**src/rtl/tint_pkg.sv**
```systemverilog
package tint_pkg;
    typedef enum logic [1:0] {
        PH_IDLE  = 2'd0,
        PH_WRITE = 2'd1,
        PH_READ  = 2'd2
    } phase_e;
endpackage

```
**src/rtl/tint_src_map.sv**
```systemverilog
// Maps a bit index to the slot of the frame that supplies it, and says
// whether that frame already exists.
module tint_src_map #(
    parameter int DEPTH = 16,
    localparam int LOG_D = $clog2(DEPTH)
) (
    input  logic [LOG_D-1:0] idx,
    input  logic [LOG_D-1:0] wptr,
    input  logic [LOG_D-1:0] fill,
    output logic [LOG_D-1:0] src_slot,
    output logic             src_live
);
    logic [LOG_D-1:0] delay;

    // Frame delay is the bit-reversed residue of the index.
    always_comb begin
        for (int j = 0; j < LOG_D; j++) begin
            delay[j] = idx[LOG_D-1-j];
        end
        src_slot = wptr - delay;
        src_live = (delay <= fill);
    end
endmodule

```
**src/rtl/tint_packer.sv**
```systemverilog
// Serial-to-byte packer; first bit lands in the MSB.
module tint_packer (
    input  logic       clk,
    input  logic       rst_n,
    input  logic       bit_vld,
    input  logic       bit_val,
    output logic       out_valid,
    output logic [7:0] out_data
);
    typedef struct packed {
        logic [6:0] sh;
        logic [2:0] cnt;
        logic       vld;
        logic [7:0] dat;
    } pk_t;

    pk_t pk_d, pk_q;

    always_comb begin
        pk_d     = pk_q;
        pk_d.vld = 1'b0;
        if (bit_vld) begin
            pk_d.sh  = {pk_q.sh[5:0], bit_val};
            pk_d.cnt = pk_q.cnt + 3'd1;
            if (pk_q.cnt == 3'd7) begin
                pk_d.dat = {pk_q.sh, bit_val};
                pk_d.vld = 1'b1;
            end
        end
    end

    always_ff @(posedge clk) begin
        if (!rst_n) pk_q <= '0;
        else        pk_q <= pk_d;
    end

    assign out_valid = pk_q.vld;
    assign out_data  = pk_q.dat;

    // a byte strobe is never followed by another on the next cycle
    p_out_spacing_r9: assert property (@(posedge clk) disable iff (!rst_n)
        out_valid |=> !out_valid);
endmodule

```
**src/rtl/tint_ctrl.sv**
```systemverilog
module tint_ctrl
    import tint_pkg::*;
#(
    parameter int FRAME_BYTES = 8192,
    parameter int DEPTH       = 16,
    localparam int LOG_D      = $clog2(DEPTH),
    localparam int OFS_W      = $clog2(FRAME_BYTES),
    localparam int BIT_W      = OFS_W + 3,
    localparam int ADDR_W     = LOG_D + OFS_W
) (
    input  logic              clk,
    input  logic              rst_n,
    input  logic              frame_start,
    input  logic              in_valid,
    input  logic [7:0]        in_data,
    output logic [ADDR_W-1:0] sram_addr,
    output logic [7:0]        sram_wdata,
    output logic              sram_we,
    input  logic [7:0]        sram_rdata,
    output logic              out_valid,
    output logic [7:0]        out_data
);
    localparam int FRAME_BITS = FRAME_BYTES * 8;

    typedef struct packed {
        phase_e            phase;
        logic [LOG_D-1:0]  wptr;
        logic [LOG_D-1:0]  fill;
        logic [BIT_W-1:0]  cnt;
        logic [ADDR_W-1:0] addr;
        logic [7:0]        wdata;
        logic              we;
        logic              rd_pend;
        logic              rd_zero;
        logic [2:0]        rd_sel;
        logic              pend2;
        logic              zero2;
        logic [2:0]        sel2;
    } ctl_t;

    ctl_t c_d, c_q;

    logic [LOG_D-1:0] src_slot;
    logic             src_live;
    logic             bit_val;

    tint_src_map #(.DEPTH(DEPTH)) u_map (
        .idx      (c_q.cnt[LOG_D-1:0]),
        .wptr     (c_q.wptr),
        .fill     (c_q.fill),
        .src_slot (src_slot),
        .src_live (src_live)
    );

    always_comb begin
        c_d         = c_q;
        c_d.we      = 1'b0;
        c_d.rd_pend = 1'b0;
        c_d.pend2   = c_q.rd_pend;
        c_d.zero2   = c_q.rd_zero;
        c_d.sel2    = c_q.rd_sel;
        case (c_q.phase)
            PH_IDLE: begin
                if (frame_start) begin
                    c_d.phase = PH_WRITE;
                    c_d.cnt   = '0;
                end
            end
            PH_WRITE: begin
                if (in_valid) begin
                    c_d.we    = 1'b1;
                    c_d.addr  = {c_q.wptr, c_q.cnt[OFS_W-1:0]};
                    c_d.wdata = in_data;
                    if (c_q.cnt == BIT_W'(FRAME_BYTES - 1)) begin
                        c_d.phase = PH_READ;
                        c_d.cnt   = '0;
                    end else begin
                        c_d.cnt = c_q.cnt + 1'b1;
                    end
                end
            end
            PH_READ: begin
                c_d.rd_pend = 1'b1;
                c_d.rd_zero = !src_live;
                c_d.rd_sel  = c_q.cnt[2:0];
                c_d.addr    = {src_slot, c_q.cnt[BIT_W-1:3]};
                if (c_q.cnt == BIT_W'(FRAME_BITS - 1)) begin
                    c_d.phase = PH_IDLE;
                    c_d.cnt   = '0;
                    c_d.wptr  = c_q.wptr + 1'b1;
                    if (c_q.fill != LOG_D'(DEPTH - 1)) c_d.fill = c_q.fill + 1'b1;
                end else begin
                    c_d.cnt = c_q.cnt + 1'b1;
                end
            end
            default: c_d.phase = PH_IDLE;
        endcase
    end

    always_ff @(posedge clk) begin
        if (!rst_n) c_q <= '0;
        else        c_q <= c_d;
    end

    assign bit_val = c_q.zero2 ? 1'b0 : sram_rdata[3'd7 - c_q.sel2];

    tint_packer u_pack (
        .clk       (clk),
        .rst_n     (rst_n),
        .bit_vld   (c_q.pend2),
        .bit_val   (bit_val),
        .out_valid (out_valid),
        .out_data  (out_data)
    );

    assign sram_addr  = c_q.addr;
    assign sram_wdata = c_q.wdata;
    assign sram_we    = c_q.we;

    // a write strobe follows an accepted byte in the write phase
    p_we_in_write_r2: assert property (@(posedge clk) disable iff (!rst_n)
        sram_we |-> $past(c_q.phase == PH_WRITE && in_valid));

    // no SRAM write once the read phase has been entered
    p_read_no_write_r3: assert property (@(posedge clk) disable iff (!rst_n)
        (c_q.phase == PH_READ) |=> !sram_we);

    // the slot pointer only ever advances by one, modulo 16
    p_slot_step_r8: assert property (@(posedge clk) disable iff (!rst_n)
        !$stable(c_q.wptr) |-> (c_q.wptr == LOG_D'($past(c_q.wptr) + 1'b1)));

    // the history count moves only at a frame boundary
    p_fill_moves_r7: assert property (@(posedge clk) disable iff (!rst_n)
        !$stable(c_q.fill) |-> !$stable(c_q.wptr));
endmodule

```
**config.mk**
```make
export PLATFORM = sky130hd
export DESIGN_NAME = tint_ctrl
export DESIGN_NICKNAME = d
export VERILOG_FILES = /design/src/rtl/tint_pkg.sv /design/src/rtl/tint_src_map.sv /design/src/rtl/tint_packer.sv /design/src/rtl/tint_ctrl.sv
export SDC_FILE = /design/constraint.sdc
export NUM_CORES = 1
export LEC_CHECK = 0
export CORE_MARGIN = 4
export CORE_UTILIZATION = 42
export DETAILED_ROUTE_END_ITERATION = 16
export HOLD_SLACK_MARGIN = 0.1
export PLACE_DENSITY = 0.63
export SETUP_SLACK_MARGIN = 0.1
export SYNTH_ARGS = -nofsm -noshare
export SYNTH_HDL_FRONTEND = slang
export SYNTH_SLANG_ARGS = --single-unit
```
**constraint.sdc**
```tcl
create_clock -name clk -period 2.55 [get_ports clk]
set_input_delay 0.51 -clock clk [delete_from_list [all_inputs] [get_ports clk]]
set_output_delay 0.51 -clock clk [all_outputs]
set_load 0.02 [all_outputs]
```
======== Word-level counts from Yosys, hierarchy flattened ========
Index checks and enable logic that the tools add are counted.
storage, ports and cells
  register bits after elaboration ......... 81
  bits of input ports ..................... 20
  output and inout bits ................... 35
  logic and storage cells ................. 65
cells by class
  reduce and logical (&&, ||, !) cells .... 13
  $lt $le $gt $ge ......................... 2
  add/sub/neg operators ................... 6
  equal/unequal tests ..................... 10
  multiplexer cells ....................... 17
operators with widths
  operator                 number
  $mux W16                 3
  $pmux W16 S3             1
  $mux W42                 1
  $pmux W17 S2             1
  $add A16 B1 Y16 const B  1
  $eq A16 B13 Y1 const B   1
  $eq A16 B16 Y1 const B   1
  $reduce_and A2 Y1        6
  $mux W10                 1
  $mux W9                  1
  $add A4 B1 Y4 const B    2
  $ne A2 B2 Y1 const B     4
  $mux W2                  3
  $pmux W2 S3              1
  $reduce_and A3 Y1        2
  $mux W5                  1
  $le A4 B4 Y1             1
  $lt A3 B4 Y1 const B     1
  $mux W4                  1
  $ne A4 B4 Y1 const B     1
  $reduce_and A4 Y1        1
  $sub A4 B4 Y4            1
  $add A3 B1 Y3 const B    1
  $bmux W1 S3              1
  9 further kinds          10

======== Logic depth before layout (Yosys ltp) ========
  depth after elaboration ................. 5
  mapped depth ............................ 8
  mapped depth without buffers ............ 7

======== Modules after synthesis ========
Synthesis repeated with hierarchy kept, for this count alone.
second synthesis, totals
  cells, all modules ...................... 451
  area total of the unflattened synthesis .. 4155.2 um^2
modules (own cells, without submodules)
  module        sequential area each (um^2)  area an instance (um^2)  cells each  instances
  tint_ctrl     1241.2                       3095.5                   342         1
  tint_packer   380.4                        843.3                    82          1
  tint_src_map  0.0                          216.5                    27          1

======== Worst setup path after synthesis ========
Ideal clock, no wire load.
  path kind ............................... register -> register
  from .................................... register c_q[38] (netlist bit)
  to ...................................... register c_q (netlist bit sram_addr[16])
  period minus slack after synthesis ...... 2.066 ns
  setup slack ............................. 0.484 ns
  arrival time ............................ 1.992 ns
  setup time .............................. 0.074 ns
  required time ........................... 2.476 ns
  path buffers ............................ 1
  stages on the path, launching flop included .. 9
  cell sequence ........................... dfxtp_1 > clkbuf_1 > inv_1 > ha_1 > nor2b_1 > o21a_1 > or4_1 > a21o_1 > a31oi_1
between the ends
  cells in the longest elaborated chain, start to end .. 2
ends and longest elaborated chain
  element                   line                text
  start: declaration        tint_ctrl.sv:41     ctl_t c_d, c_q;
  start signal: assignment  tint_ctrl.sv:101    if (!rst_n) c_q <= '0;
  start signal: assignment  tint_ctrl.sv:102    else c_q <= c_d;
  $sub A4 B4 Y4             tint_src_map.sv:20  src_slot = wptr - delay;
  $pmux W17 S2              tint_ctrl.sv:62     case (c_q.phase)
Every way passes these cells.
A chain may end at the register's enable or synchronous reset.

======== Final worst setup path ========
  from .................................... register c_q[37] (netlist bit)
  to ...................................... register c_q[40] (netlist bit)
between the ends
  cells in the longest elaborated chain, start to end .. 4
  elaborated cells between the ends (all ways) .. 7
  those cells by class .................... add/sub (1); eq/ne (2); mux (4)
ends and longest elaborated chain
  element                                            line                                               text
  $add A16 B1 Y16 or $eq A16 B13 Y1 (tied branches)  tint_ctrl.sv:78, tint_ctrl.sv:93, tint_ctrl.sv:74
  $mux W16                                           tint_ctrl.sv:74                                    if (c_q.cnt == BIT_W'(FRAME_BYTES - 1)) begin
  $mux W42                                           tint_ctrl.sv:70                                    if (in_valid) begin
  $pmux W16 S3 (*)                                   tint_ctrl.sv:62
Mark *: on every way between the ends. The rest lies on a longest branch, timed or not. The select of a mux whose other input is x is not followed.

==> flow_summary.toml <==
[route]
wl_met1_um = 4160
first_iter_violations = 97
final_antenna_net_count = 0
wl_met2_um = 3900
vias = 3200
drc = 0
first_pass_iters = 4
top_layer = "met4"
avgViaCountPerCell = 5.06
drt_wl_total_um = 8660
wl_met3_um = 492
wire_per_inst_um = 13.7

[worst_setup_path]
critical_path.cell_chain = "ha_1 -> nand4_1 -> nor4_1 -> o22ai_1 -> o21ai_2 -> nor2_1"
worst-path-max-fanout = 10
crit_type = "flip-flop to flip-flop"
critPathMaxStageDelay_ps = 450
critPathTopFamily = "simple AND/OR/NAND/NOR gates"
arrival_ps = 2360
critPathRequiredTime_ps = 2790
worst_setup_path_start_kind = "flip-flop"
r2r_slack_ps = 420
setup.worst_path.end_class = "flip-flop"
worst-path-buf-inv = 0
slowest_stage = "dfxtp_1"

[grt]
track_usage_pct = 16.4
antenna_found_initial = 0
grt.overflow.total = 0
grt_pass1_vias = 3182
grt_pass1_wl_um = 15000
grt_max_degree = 25

[synthesis]
syn_area_sq_um = 3990
seq_area_frac_synth_pct = 40.6
synth_edf_count = 0
postSynthCellCount = 471
yosysWarnings = 0
ys_ff_latch = 81
synth.distinct_cells = 47
synthArstFlopShare_pct = 0
avgSynthCellArea_sq_um = 8.48
syn-num-nets = 509
ys.flop_type = "dfxtp_1"

[floorplanning]
rows = 35
die-width_um = 106
dieArea_sq_um = 11100
die_y_um = 106
start_util_pct = 43.2
ios = 55
coreArea_sq_um = 9240

[cts]
clock_latency_ps = 360
ctsHoldBuffers = 0
clkTransAtPathRegs_ps = 90
postCtsSetupBuffers = 0
clockRootBuffer = "clkbuf_8"
cts_resized = 0
cts.sinks = 81
numCtsBuffers = 9
clock_path_buffers = 2
cts_tree = "done"
cts-htree-levels = 3

[final_layout]
drive_above_1_share_pct = 8.73
diodes = 0
final_area_sq_um = 4680
final_nets = 537
areaGrowthSynthToFinish_pct = 17.3

[timing]
hold_viol_final = 0
rsz0062_at_grt = "false"
setup_violations = 0
fin_crit_sh_pct = 83.4
fmaxAchievable_mhz = 470
min_period_ps = 2130
fin_setup_tns_ps = 0
drv_slew = 0
slew_headroom_pct = 59.2
tightestPinTransition_ps = 611
fin_worst_skew_ps = 8.47

[power_and_ir_drop]
p_int_mw = 2.31
switchingPower_mw = 1.29
pwr-share-comb_pct = 33.5
power_frac_seq_pct = 41.8
ir_drop_mv = 0.508
p_leak_nw = 1.63
clock_power_share_pct = 24.7
p_sw_share_pct = 35.9
p_per_area_nw_per_um2 = 770

[place]
dpl_cell_area_sq_um = 4500
port_buffers = 54
gp_congestion = 0.858
dp_hpwl_um = 6220

[run_status]
outcome = "completed"

[hold_path]
hp-class = "flip-flop to flip-flop"

[flow_run]
drv_cap = 0
==> placed cells by master, fill, tap and decap left out, types with 11 or more instances in the layout <==
cell type / instances
ha_1: 17
inv_1: 13
o21ai_0: 11
dfxtp_1: 81
clkdlybuf4s50_1: 54
nand2_1: 63
buf_4: 20
nor2_1: 65
nand3_1: 13
mux2i_1: 24
a21oi_1: 26
==> worst paths after layout <==
check / from / endpoint / depth (start not counted)
hold / removal: c_d[4]$_SDFF_PN0_ / c_q[4]$_SDFF_PN0_ / 1
setup reg to reg: c_q[37]$_SDFFE_PN0P_ / c_q[40]$_SDFFE_PN0P_ / 6
hold reg to reg: c_d[4]$_SDFF_PN0_ / c_q[4]$_SDFF_PN0_ / 1
setup / recovery: c_q[37]$_SDFFE_PN0P_ / c_q[40]$_SDFFE_PN0P_ / 6
==> per-stage QoR <==
step                cells  util, %  hold WS [ps]  power (mW)  setup WS [ps]
floorplan             471        -           412        2.45            484
global placement      617     48.7           419        2.74            344
detailed placement    617     48.7           419        2.75            288
CTS                   633     50.7           440        3.64            427
global route          633     50.7           457        3.85            181
finish                633     50.7           438        3.61            423
==> layer usage <==
layer / vias to the layer above / track usage (%)
li1: 1642 / -
met1: 1471 / 21.4
met2: 79 / 26.4
met3: 8 / 4.23
met4: 0 / 5.74
met5: - / 0
==> kinds of logic after synthesis <==
group           count (synthesis)  share of synthesized area [%]
compound gates                 74                           11.5
xor+xnor                       14                           3.07
fa+ha+maj                      18                           5.83
buf+inv                        72                           10.1
flops                          81                           40.6
mux                            26                           7.14
simple gates                  186                           21.8
==> sequential cells by signal (all words and copies together) (netlist names) <==
signal,count
sram_addr,17
c_q,31
u_pack.out_valid,1
c_d,5
u_pack.out_data,8
u_pack.pk_q,10
sram_wdata,8
sram_we,1
==> area by class of cell <==
class	instances	area (sq um)
clock buffer	9	124
clock inverter	7	60.1
fill	901	4560
inverter	15	56.3
multi-input combinational	318	1970
sequential	81	1620
tap	129	161
timing repair buffer	74	691
==> power groups by stage <==
stage / combinational [mW] / clock, mW / sequential [mW]
6_report: 1.21 / 0.890 / 1.51
5_1_grt: 1.34 / 0.981 / 1.53
4_1_cts: 1.22 / 0.916 / 1.51
3_5_place_dp: 1.21 / 0 / 1.54
3_3_place_gp: 1.20 / 0 / 1.53
2_1_floorplan: 0.939 / 0 / 1.51
==> synthesized netlist by cell type, types with 3 or more instances <==
cell	instances	area [sq um]
a21oi_1	26	130
a31oi_1	10	62.6
nor4_1	6	37.5
clkbuf_1	16	60.1
and2_1	7	43.8
nand4_1	8	50.1
mux2i_1	24	240
ha_1	17	213
nor2_1	65	244
o211ai_1	3	22.5
o21ai_0	11	55.1
xor2_1	6	52.6
buf_2	5	25.0
nand3_1	13	65.1
dfxtp_1	81	1620
nor3_1	4	20.0
nor2b_1	5	31.3
a211oi_1	7	52.6
xnor2_1	8	70.1
buf_4	33	248
o21a_1	4	30.0
inv_1	13	48.8
nand2_1	63	236
o221ai_1	6	52.6
Note: power is estimated with default switching activity, not from simulation.
